==> config.mk <==
export PLATFORM = sky130hd
export DESIGN_NAME = i2c_cond_ctrl
export DESIGN_NICKNAME = d
export VERILOG_FILES = /design/src/rtl/i2c_cond_ctrl.sv
export SDC_FILE = /design/constraint.sdc
export NUM_CORES = 1
export LEC_CHECK = 0
export ABC_CLOCK_PERIOD_IN_PS = 5090
export CORE_AREA = 2 2 39 41
export CTS_BUF_LIST = sky130_fd_sc_hd__clkbuf_8
export DETAILED_ROUTE_END_ITERATION = 10
export DIE_AREA = 0 0 41 43
export PLACE_DENSITY = 0.8
export SYNTH_ARGS = -nofsm -noshare
export SYNTH_HDL_FRONTEND = slang
export SYNTH_SLANG_ARGS = --single-unit
==> constraint.sdc <==
create_clock -name clk -period 5.09 [get_ports clk]
set_clock_uncertainty 0.05 [all_clocks]
set_input_delay 1.018 -clock clk [delete_from_list [all_inputs] [get_ports clk]]
set_output_delay 1.018 -clock clk [all_outputs]
set_load 0.02 [all_outputs]
==> src/rtl/i2c_cond_ctrl.sv <==
module i2c_cond_ctrl (
  input  logic clk,
  input  logic rst_n,
  input  logic en,
  input  logic sta_req,
  input  logic sto_set,
  input  logic is_master,
  input  logic bus_start,
  input  logic bus_stop,
  input  logic byte_done,
  input  logic half_tick,
  input  logic drv_done,
  output logic cmd_start,
  output logic cmd_rstart,
  output logic cmd_stop,
  output logic force_nas,
  output logic sto_flag,
  output logic bus_busy
);

  typedef enum logic [2:0] {
    IDLE, WAIT_FREE, WAIT_HALF, CMD_ACK, STOP_ACK, STOP_SEEN
  } st_t;

  st_t  st;
  logic byte_seen;

  wire stay_master = is_master && !bus_stop;

  always_ff @(posedge clk or negedge rst_n) begin
    if (!rst_n) begin
      st         <= IDLE;
      cmd_start  <= 1'b0;
      cmd_rstart <= 1'b0;
      cmd_stop   <= 1'b0;
      force_nas  <= 1'b0;
      sto_flag   <= 1'b0;
      bus_busy   <= 1'b0;
      byte_seen  <= 1'b0;
    end else begin
      cmd_start  <= 1'b0;
      cmd_rstart <= 1'b0;
      cmd_stop   <= 1'b0;
      force_nas  <= 1'b0;
      if (!en) begin
        st        <= IDLE;
        sto_flag  <= 1'b0;
        bus_busy  <= 1'b0;
        byte_seen <= 1'b0;
      end else begin
        if (bus_start)     bus_busy <= 1'b1;
        else if (bus_stop) bus_busy <= 1'b0;
        if (sto_set) sto_flag <= 1'b1;
        if (!stay_master)   byte_seen <= 1'b0;
        else if (byte_done) byte_seen <= 1'b1;

        case (st)
          IDLE: begin
            if (sto_flag && is_master) begin
              cmd_stop <= 1'b1;
              st       <= STOP_ACK;
            end else if (sto_flag) begin
              force_nas <= 1'b1;
              sto_flag  <= 1'b0;
            end else if (sta_req) begin
              if (!bus_busy) begin
                cmd_start <= 1'b1;
                byte_seen <= 1'b0;
                st        <= CMD_ACK;
              end else if (is_master && byte_seen) begin
                cmd_rstart <= 1'b1;
                byte_seen  <= 1'b0;
                st         <= CMD_ACK;
              end else if (!is_master) begin
                st <= WAIT_FREE;
              end
            end
          end
          WAIT_FREE: begin
            if (!sta_req || sto_flag) st <= IDLE;
            else if (bus_stop)        st <= WAIT_HALF;
          end
          WAIT_HALF: begin
            if (!sta_req || sto_flag) st <= IDLE;
            else if (bus_start)       st <= WAIT_FREE;
            else if (half_tick) begin
              cmd_start <= 1'b1;
              st        <= CMD_ACK;
            end
          end
          CMD_ACK:  if (drv_done) st <= IDLE;
          STOP_ACK: if (drv_done) st <= STOP_SEEN;
          STOP_SEEN: begin
            if (bus_stop) begin
              sto_flag <= 1'b0;
              st       <= IDLE;
            end
          end
          default: st <= IDLE;
        endcase
      end
    end
  end

endmodule

; Word level (Yosys, flattened, before mapping)
; Cells that the tools add are included.
[classes]
eq_ne = 14
mux = 57
n_reduce_logical = 8
[ops]
columns = cell, n
row1 = 2-to-1 mux 3 bit, 15
row2 = 2-to-1 mux 1 bit, 39
row3 = one-hot mux 3 bit (6 select lines), 1
row4 = "!= test 4 bit, second input constant", 3
row5 = "!= test 3 bit, second input constant", 3
row6 = AND reduction 8 bit, 1
row7 = "equality test 3 x 2 -> 1 bit, second input constant", 2
row8 = "equality test 3 bit, second input constant", 2
row9 = "!= test 6 bit, second input constant", 1
row10 = "!= test 5 bit, second input constant", 1
row11 = one-hot mux 1 bit (2 select lines), 2
row12 = "equality test 3 x 1 -> 1 bit, second input constant", 1
row13 = logical AND 1 bit, 3
row14 = logical NOT 3 bit, 1
row15 = "!= test 3 x 1 -> 1 bit, second input constant", 1
row16 = logical NOT 1 bit, 2
row17 = logical OR 1 bit, 1
[totals]
reg_bits = 10
inputBits = 11
out_inout_bits = 6
elab_cells = 87

; Depth between registers and ports, before layout
; Gate-level depths: netlist (run 1).
[depth]
word_depth = 10
ltp_mapped = 6
depth_no_buf = 5

; Least setup slack after synthesis (run 1)
; Ideal clock, no wire load.
[synth_path]
path_kind = input-to-reg
from = in is_master
to = reg st[0]
setup_time_ps = 125
arrival_time_ps = 2106
t_required_ps = 4915
path_slack_ps = 2809
cell_stages = 5
path_buffers = 1
cell_sequence = clkbuf_2 > nand4b_1 > o211ai_1 > or3_4 > mux2_4
[synth_between]
elab_chain_cells = 8
elab_cells_between_ends = 13
classes_between = eq/ne (3) / mux (7) / reduce/logical (3)
[synth_lines]
columns = item, line_no
row1 = from (decl), 7  ; input logic is_master,
row2 = logical AND 1 bit, 70  ; end else if (is_master && byte_seen) begin
row3 = 2-to-1 mux 3 bit, 70
row4 = 2-to-1 mux 3 bit, 66  ; if (!bus_busy) begin
row5 = 2-to-1 mux 3 bit, 65  ; end else if (sta_req) begin
row6 = 2-to-1 mux 3 bit, 62  ; end else if (sto_flag) begin
row7 = 2-to-1 mux 3 bit, 59  ; if (sto_flag && is_master) begin
row8 = one-hot mux 3 bit (6 select lines), 57  ; case (st)
row9 = 2-to-1 mux 3 bit, 45  ; if (!en) begin
row10 = to (signal assigned), 46  ; st <= IDLE;
row11 = to (signal assigned), 61  ; st <= STOP_ACK;
row12 = to (signal assigned), 69  ; st <= CMD_ACK;
row13 = to (decl), 25  ; st_t st;
; Parallel ways exist; a longest one is shown, timed or not. The select of a mux whose other input is x is not followed.
; A chain may end at the register's enable or synchronous reset.

; Worst setup path after layout (run 1)
[layout_path]
from = in en
to = reg st[0]
[layout_between]
elab_chain_cells = 2
elab_cells_between_ends = 10
classes_between = eq/ne (8) / mux (1) / reduce/logical (1)
[layout_lines]
columns = item, line_no
row1 = from (decl), 4  ; input logic en,
row2 = "!= test 6 bit (no line), or another cell as far along", -
row3 = AND reduction 8 bit (no line), -
row4 = to (signal assigned), 32  ; st <= IDLE;
row5 = to (signal assigned), 46
row6 = to (signal assigned), 61
; Parallel ways exist; a longest one is shown, timed or not.

==> results.py, run 1 <==
metrics = {
    "outcome": {
        "status": "complete, no violations",
    },
    "cells_and_area": {
        "final_common_cell": "clkdlybuf4s50_1",
        "layout_common_cells": "clkdlybuf4s50_1, dfrtp_1, nand2_1, nor2_1, clkbuf_8",
        "drive_gt1_share_pct": 14.6,
        "final_area_um2": 848,
        "diodes": 0,
        "area_growth_syn_to_layout_pct": 31.7,
        "finish.net_count": 94,
        "fill_cells": 121,
    },
    "clocking": {
        "cts_hold_buf": 0,
        "htree_levels": 1,
        "cts_made_buffers": 3,
        "cts_resized": 0,
        "clockBufferDepth": 2,
        "clk_pin_slew_ns": 0.05,
        "cts_tree": "done",
        "clock-root-buffer": "clkbuf_8",
        "cts_setup_buffers": 0,
        "clock-sinks": 10,
        "clkLatencyLatePin_ns": 0.23,
    },
    "synth": {
        "ys.flop_type": "dfrtp_1",
        "yosysTopAreaCell": "dfrtp_1",
        "synth.top_cell.area_share_pct": 38.8,
        "synth_cells": 66,
        "netlist-cell-type-count": 36,
        "avgSynthCellArea_um2": 9.76,
        "synth_edf_count": 0,
        "syn-num-nets": 77,
        "seq_area_frac_synth_pct": 38.8,
        "yosys_warnings": 0,
        "yosys-top-cells-area": "dfrtp_1, mux2_4, nand2b_1",
        "syn_area_um2": 644,
        "async_flop_share_pct": 100,
        "synth_seq_cells": 10,
    },
    "global_route": {
        "grt-ovfl-total": 0,
        "grt_max_degree": 14,
        "grt_pass1_vias": 533,
        "grt_pass1_wl_um": 2580,
        "grt_use_total_pct": 22.2,
        "antenna_found_initial": 0,
    },
    "sta": {
        "min_period_over_period_pct": 53.0,
        "hold_violations": 0,
        "period_needed_ns": 2.70,
        "setup_viol": 0,
        "relSlewSlack_pct": 69.5,
        "fmax_ghz": 0.371,
        "rsz0062_at_grt": "no",
        "tns_ns": 0,
        "slew_viol_final": 0,
        "tightest_slew_ns": 0.457,
    },
    "placed_design": {
        "dp_hpwl_um": 1060,
        "dpl_cell_area_um2": 793,
        "gp_congestion": 0.814,
        "port-buffer-count": 16,
    },
    "routing": {
        "drc": 0,
        "drtAntennaViolNets": 0,
        "firstDrtPassIters": 4,
        "viasPerCell": 5.74,
        "post_drt_wl_per_cell_um": 15.4,
        "drt-total-wl_um": 1510,
        "drt_iter0_drc": 10,
        "num_vias": 563,
    },
    "critical_path": {
        "cp-start-kind": "input pin",
        "cp.arrival_ns": 2.76,
        "slowest_delay_ns": 0.55,
        "crit_type": "input pin to flop",
        "critPathSlowestCell": "clkdlybuf4s50_1",
        "critPathTopFamily": "simple AND/OR/NAND/NOR gates",
        "critPathBufInv": 1,
        "r2r_slack_ns": 3.24,
        "crit_required_ns": 5.15,
        "cp_max_fo": 9,
        "setup.worst_path.end_class": "flop",
        "crit_chain": "clkdlybuf4s50_1, nor2b_4, nand4b_1, o211ai_1, or3_4, mux2_4",
    },
    "pwr": {
        "clkPwrFrac_pct": 28.6,
        "net-switching-power_uw": 115,
        "power_density_nw_per_um2": 403,
        "leakagePower_nw": 0.363,
        "p_sw_share_pct": 33.7,
        "p_int_uw": 227,
        "power_frac_comb_pct": 33.4,
        "ir_drop_mv": 0.208,
        "pwr-share-seq_pct": 38.0,
        "power_uw": 342,
    },
    "hold_path": {
        "min_path_type": "flop to flop",
    },
    "die": {
        "coreArea_um2": 1380,
        "io_pins": 17,
        "die_h_um": 43,
        "die-area_um2": 1760,
        "start_util_pct": 46.6,
        "die_x_um": 41,
        "core.rowCount": 14,
    },
    "job": {
        "cap_violations": 0,
    },
}
-- logic make-up (layout without fill, tap and decap cells) --
logic type             after synthesis  after routing  synth area share, %
AOI/OAI and AO/OA                   16             16                 17.7
muxes                                2              2                 4.66
DFF                                 10             10                 38.8
buffers and inverters                7             23                 6.60
and+or+nand+nor                     31             31                 32.2
-- layout make-up --
cell class                 instances  area (µm²)  share of cell area [%]
sequential                        10         250                    29.5
timing repair buffer              16         160                    18.9
multi-input combinational         49         352                    41.4
clock buffer                       4        55.1                    6.49
inverter                           3        11.3                    1.33
tap                               16        20.0                    2.36
-- metal layers --
| metal | wire length (µm) | vias up | GRT usage, % |
|---|---|---|---|
| met4 | 21 | 0 | 10.0 |
| li1 | - | 272 | - |
| met3 | 64 | 2 | 4.71 |
| met5 | 0 | - | 0 |
| met2 | 736 | 20 | 31.6 |
| met1 | 682 | 269 | 31.3 |
-- cell usage after synthesis, drive strengths merged (3+ instances only) --
library cell	number
nor2b	4
inv	3
o21ai	4
buf	3
nand2	4
nand2b	3
dfrtp	10
nor2	5
-- registers in the layout (all words and copies together) (netlist names) --
| register | flops |
|---|---|
| cmd_stop | 1 |
| cmd_start | 1 |
| force_nas | 1 |
| byte_seen | 1 |
| st | 3 |
| cmd_rstart | 1 |
| sto_flag | 1 |
| bus_busy | 1 |
-- power by group through the flow --
stage,sequential [mW],clock [mW],combinational (mW)
final,0.130,0.0977,0.114
after global routing,0.133,0.104,0.127
after CTS,0.129,0.0984,0.114
after detailed placement,0.130,0,0.113
after global placement,0.129,0,0.113
after floorplan,0.109,0,0.113
-- worst reg2reg max path, cell delays in order, from the launching register on --
cell      delay (ns)
dfrtp_1         0.57
nor2_2          0.12
nand4b_1        0.14
o211ai_1        0.12
or3_4           0.42
mux2_4          0.30
-- metrics by stage --
step | hold WS (ns) | utilization [%] | worst slack [ns] | std cells
6_report | 0.586 | 61.3 | 2.39 | 98
5_1_grt | 0.639 | 61.3 | 2.28 | 98
3_3_place_gp | 0.555 | 57.3 | 2.19 | 94
4_1_cts | 0.593 | 61.3 | 2.41 | 98
3_5_place_dp | 0.587 | 57.3 | 2.18 | 94
2_1_floorplan | 0.498 | - | 2.81 | 66
-- path summary, 6_finish.rpt --
kind / startpoint / end / cells past startpoint
max reg2reg: st[1]$_DFFE_PN0P_ / st[0]$_DFFE_PN0P_ / 5
min reg2reg: byte_seen$_DFF_PN0_ / byte_seen$_DFF_PN0_ / 2
max in group asynchronous: rst_n / cmd_rstart$_DFF_PN0_ / 1
min: byte_seen$_DFF_PN0_ / byte_seen$_DFF_PN0_ / 2
max: en / st[0]$_DFFE_PN0P_ / 6
min in group asynchronous: rst_n / byte_seen$_DFF_PN0_ / 1
Power figures use the tool's default switching activity.
==> inputs of run 2 (changes only) <==
==> config.mk (replaced) <==
export PLATFORM = sky130hd
export DESIGN_NAME = i2c_cond_ctrl
export DESIGN_NICKNAME = d
export VERILOG_FILES = /design/src/rtl/i2c_cond_ctrl.sv
export SDC_FILE = /design/constraint.sdc
export NUM_CORES = 1
export LEC_CHECK = 0
export ABC_CLOCK_PERIOD_IN_PS = 2700
export CORE_MARGIN = 1
export CORE_UTILIZATION = 49
export CTS_BUF_LIST = sky130_fd_sc_hd__clkbuf_8
export DETAILED_ROUTE_END_ITERATION = 10
export PLACE_DENSITY = 0.81
export SYNTH_ARGS = -nofsm -noshare
export SYNTH_HDL_FRONTEND = slang
export SYNTH_SLANG_ARGS = --single-unit
==> constraint.sdc (replaced) <==
create_clock -name clk -period 2.7 [get_ports clk]
set_clock_uncertainty 0.05 [all_clocks]
set_input_delay 0.54 -clock clk [delete_from_list [all_inputs] [get_ports clk]]
set_output_delay 0.54 -clock clk [all_outputs]
set_load 0.02 [all_outputs]
==> results.py, run 2 (synthesized netlist as in run 1, its figures left out) <==
metrics = {
    "hold_path": {
        "min_path_type": "flop to flop",
    },
    "placed_design": {
        "gp_congestion": 0.880,
        "port-buffer-count": 16,
        "dp_hpwl_um": 960,
        "dpl_cell_area_um2": 798,
    },
    "die": {
        "io_pins": 17,
        "core.rowCount": 12,
        "die_h_um": 38.3,
        "coreArea_um2": 1170,
        "start_util_pct": 55.0,
        "die_x_um": 38.3,
        "die-area_um2": 1460,
    },
    "clocking": {
        "clkLatencyLatePin_ns": 0.23,
        "cts_tree": "done",
        "cts_hold_buf": 0,
        "cts_setup_buffers": 0,
        "htree_levels": 1,
        "clock-sinks": 10,
        "cts_resized": 0,
        "clock-root-buffer": "clkbuf_8",
        "clk_pin_slew_ns": 0.05,
        "clockBufferDepth": 2,
        "cts_made_buffers": 3,
    },
    "cells_and_area": {
        "ff_latch_area_um2": 250,
        "layout_common_cells": "clkdlybuf4s50_1, dfrtp_1, nand2_1, nor2_1, clkbuf_8",
        "final_common_cell": "clkdlybuf4s50_1",
        "drive_gt1_share_pct": 15.7,
        "finish.net_count": 95,
        "largest_reg_flops": 3,
        "regMostFlops": "st",
        "diodes": 0,
        "fill_cells": 98,
        "multi_input_area_um2": 352,
        "final_area_um2": 853,
        "area_growth_syn_to_layout_pct": 32.4,
    },
    "critical_path": {
        "setup.worst_path.end_class": "flop",
        "cp.arrival_ns": 2.22,
        "crit_type": "input pin to flop",
        "cp-start-kind": "input pin",
        "crit_required_ns": 2.76,
        "cp_max_fo": 9,
    },
    "global_route": {
        "grt_max_degree": 14,
        "grt_use_total_pct": 24.7,
        "grt_pass1_wl_um": 2460,
        "grt-ovfl-total": 0,
        "antenna_found_initial": 0,
        "grt_pass1_vias": 529,
    },
    "routing": {
        "drt_iter0_drc": 9,
        "viasPerCell": 5.81,
        "post_drt_wl_per_cell_um": 13.9,
        "num_vias": 564,
        "firstDrtPassIters": 4,
        "drc": 0,
        "drtAntennaViolNets": 0,
        "drt-total-wl_um": 1350,
    },
    "pwr": {
        "power_density_nw_per_um2": 753,
        "ir_drop_mv": 0.294,
        "power_uw": 643,
        "leakagePower_nw": 0.368,
    },
    "sta": {
        "setup_viol": 0,
        "fmax_ghz": 0.462,
        "relSlewSlack_pct": 71.6,
        "hold_violations": 0,
        "rsz0062_at_grt": "no",
        "min_period_over_period_pct": 80.1,
        "tightest_slew_ns": 0.424,
        "slew_viol_final": 0,
        "tns_ns": 0,
        "period_needed_ns": 2.16,
    },
    "job": {
        "cap_violations": 0,
    },
    "outcome": {
        "status": "complete, no violations",
    },
}
==> run 2: cell types whose count changed in the layout (fill, tap and decap cells not counted) <==
cell	delta
buf_4	+1
==> run 2: where the power goes <==
part | leakage (nW) | switching (mW) | internal, mW
clock | 0.0288 | 0.0523 | 0.128
sequential | 0.134 | 0.0683 | 0.176
combinational | 0.205 | 0.0942 | 0.125
total | 0.368 | 0.215 | 0.428
==> run 2: path summary, 6_finish.rpt <==
| kind | from | to | slack [ns] | depth (start not counted) |
|---|---|---|---|---|
| worst min-delay path | byte_seen$_DFF_PN0_ | byte_seen$_DFF_PN0_ | 0.55 | 2 |
| min in group asynchronous | rst_n | force_nas$_DFF_PN0_ | 0.57 | 1 |
| worst min register to register | byte_seen$_DFF_PN0_ | byte_seen$_DFF_PN0_ | 0.55 | 2 |
| worst max-delay path | is_master | st[1]$_DFFE_PN0P_ | 0.54 | 5 |
| max in group asynchronous | rst_n | cmd_start$_DFF_PN0_ | 1.74 | 1 |
| worst max register to register | st[1]$_DFFE_PN0P_ | st[1]$_DFFE_PN0P_ | 0.81 | 5 |
==> run 2: area by class of cell <==
cell class / instances / area share, %
clock buffers: 4 / 6.45
inverters: 3 / 1.32
repair buffers: 17 / 19.6
well taps: 14 / 2.05
multi-input cells: 49 / 41.2
flip-flops and latches: 10 / 29.3
==> run 2: critical path, cell delays in order <==
cell and delay (ns):
clkdlybuf4s50_1 0.63, nand4b_1 0.20, o211ai_1 0.12, or3_4 0.43
mux2_4 0.31
==> run 2: routing by layer <==
layer  global-route usage, %  vias up  share of wire [%]
li1                        -      275                  -
met1                    34.3      263                 47
met2                    37.7       24                 47
met3                    1.74        2                4.3
met4                    13.4        0                1.3
met5                       0        -                  0
==> run 2: through the flow <==
stage | hold WS (ns) | worst slack [ns] | instances | util, %
finish | 0.552 | 0.538 | 97 | 72.9
floorplan | 0.194 | 0.897 | 66 | -
global route | 0.609 | 0.480 | 97 | 72.9
CTS | 0.552 | 0.544 | 97 | 72.9
global placement | 0.537 | 0.374 | 93 | 68.2
detailed placement | 0.540 | 0.323 | 93 | 68.2
==> inputs of run 3 (changes only) <==
--- a/config.mk
+++ b/config.mk
@@ -5,7 +5,7 @@
 export SDC_FILE = /design/constraint.sdc
 export NUM_CORES = 1
 export LEC_CHECK = 0
-export ABC_CLOCK_PERIOD_IN_PS = 2700
+export ABC_CLOCK_PERIOD_IN_PS = 2100
 export CORE_MARGIN = 1
 export CORE_UTILIZATION = 49
 export CTS_BUF_LIST = sky130_fd_sc_hd__clkbuf_8
==> constraint.sdc (replaced) <==
create_clock -name clk -period 2.1 [get_ports clk]
set_clock_uncertainty 0.05 [all_clocks]
set_input_delay 0.42 -clock clk [delete_from_list [all_inputs] [get_ports clk]]
set_output_delay 0.42 -clock clk [all_outputs]
set_load 0.02 [all_outputs]
==> results.py, run 3 (synthesized netlist as in run 1, its figures left out) <==
metrics = {
    "die": {
        "coreArea_um2": 1170,
        "die-area_um2": 1460,
        "die_h_um": 38.3,
        "io_pins": 17,
        "core.rowCount": 12,
        "start_util_pct": 55.0,
        "die_x_um": 38.3,
    },
    "critical_path": {
        "crit_type": "input pin to flop",
        "crit_required_ns": 2.17,
        "cp-start-kind": "input pin",
        "reg2reg_to": "st[0]$_DFFE_PN0P_",
        "setup.worst_path.end_class": "flop",
        "r2r_cells": 5,
        "cp.arrival_ns": 2.02,
        "cp_max_fo": 4,
        "r2r_slack_ns": 0.31,
        "timing.rr.start": "st[2]$_DFFE_PN0P_",
    },
    "cells_and_area": {
        "multi_input_area_um2": 352,
        "ff_latch_area_um2": 250,
        "final_util_pct": 78.0,
        "drive_gt1_share_pct": 23.1,
        "diodes": 0,
        "regMostFlops": "st",
        "final_area_um2": 913,
        "largest_reg_flops": 3,
        "finish.net_count": 103,
        "final_common_cell": "clkdlybuf4s50_1",
        "fill_cells": 83,
        "layout_common_cells": "clkdlybuf4s50_1, dfrtp_1, buf_4",
        "area_growth_syn_to_layout_pct": 41.7,
    },
    "sta": {
        "relSlewSlack_pct": 70.3,
        "period_needed_ns": 1.95,
        "tightest_slew_ns": 0.444,
        "slew_viol_final": 0,
        "rsz0062_at_grt": "no",
        "hold_slack_ns": 0.450,
        "hold_violations": 0,
        "setup_viol": 0,
        "fmax_ghz": 0.513,
        "min_period_over_period_pct": 92.8,
    },
    "global_route": {
        "grt_use_total_pct": 26.2,
        "antenna_found_initial": 0,
        "grt_pass1_vias": 558,
        "grt_max_degree": 12,
        "grt-ovfl-total": 0,
        "grt_pass1_wl_um": 2530,
    },
    "clocking": {
        "cts_tree": "done",
        "clkLatencyLatePin_ns": 0.23,
        "htree_levels": 1,
        "cts_setup_buffers": 0,
        "clockBufferDepth": 2,
        "clock-sinks": 10,
        "clk_pin_slew_ns": 0.05,
        "clock-root-buffer": "clkbuf_8",
        "cts_resized": 0,
        "cts_hold_buf": 0,
        "cts_made_buffers": 3,
    },
    "job": {
        "cap_violations": 0,
    },
    "pwr": {
        "ir_drop_mv": 0.439,
        "leakagePower_nw": 0.405,
        "power_density_nw_per_um2": 952,
        "power_uw": 869,
    },
    "placed_design": {
        "dpl_cell_area_um2": 858,
        "gp_congestion": 0.897,
        "port-buffer-count": 16,
        "dp_hpwl_um": 1080,
    },
    "routing": {
        "firstDrtPassIters": 4,
        "drtAntennaViolNets": 0,
        "drt_iter0_drc": 10,
        "drt-total-wl_um": 1460,
        "drc": 0,
        "viasPerCell": 5.54,
        "post_drt_wl_per_cell_um": 13.9,
        "num_vias": 582,
    },
    "outcome": {
        "status": "complete, no violations",
    },
    "hold_path": {
        "min_path_type": "input pin to asynchronous set/reset pin",
    },
}
==> run 3: worst max path at each step <==
| stage | from | end | cells past startpoint |
|---|---|---|---|
| 3_3_place_gp | en | st[1]$_DFFE_PN0P_ | 6 |
| 4_1_cts | en | st[0]$_DFFE_PN0P_ | 6 |
| 3_5_place_dp | en | st[0]$_DFFE_PN0P_ | 6 |
| 5_1_grt | en | st[0]$_DFFE_PN0P_ | 6 |
| 6_report | en | st[0]$_DFFE_PN0P_ | 6 |
| 2_1_floorplan | sto_flag$_DFF_PN0_ | st[0]$_DFFE_PN0P_ | 5 |
==> run 3: worst max-delay path, stage by stage <==
cell,delay (ns)
clkdlybuf4s50_1,0.46
nor2b_4,0.16
nand4b_1,0.13
o211ai_1,0.12
or3_4,0.43
mux2_4,0.30
==> run 3: stage by stage <==
stage / setup slack, ns / cells / TNS (ns)
2_1_floorplan: 0.389 / 66 / 0
3_3_place_gp: -0.0424 / 101 / -0.0846
3_5_place_dp: -0.0912 / 101 / -0.181
4_1_cts: 0.152 / 105 / 0
5_1_grt: 0.0559 / 105 / 0
6_report: 0.151 / 105 / 0
==> run 3: where the power goes <==
group / leakage (nW) / switching (mW) / internal [mW] / total [mW]
combinational: 0.243 / 0.135 / 0.190 / 0.325
clock: 0.0288 / 0.0721 / 0.164 / 0.237
sequential: 0.134 / 0.0816 / 0.226 / 0.307
total: 0.405 / 0.289 / 0.581 / 0.869
==> run 3: cell type report <==
class	count	area share, %
well taps	14	1.92
repair buffers	25	24.9
multi-input cells	49	38.5
inverters	3	1.23
flip-flops and latches	10	27.4
clock buffers	4	6.03
==> run 3: routing by layer <==
layer | global-route usage, % | vias up | routed length (µm)
li1 | - | 294 | -
met1 | 35.0 | 260 | 731
met2 | 38.1 | 24 | 634
met3 | 5.81 | 4 | 62
met4 | 15.2 | 0 | 33
met5 | 0 | - | 0
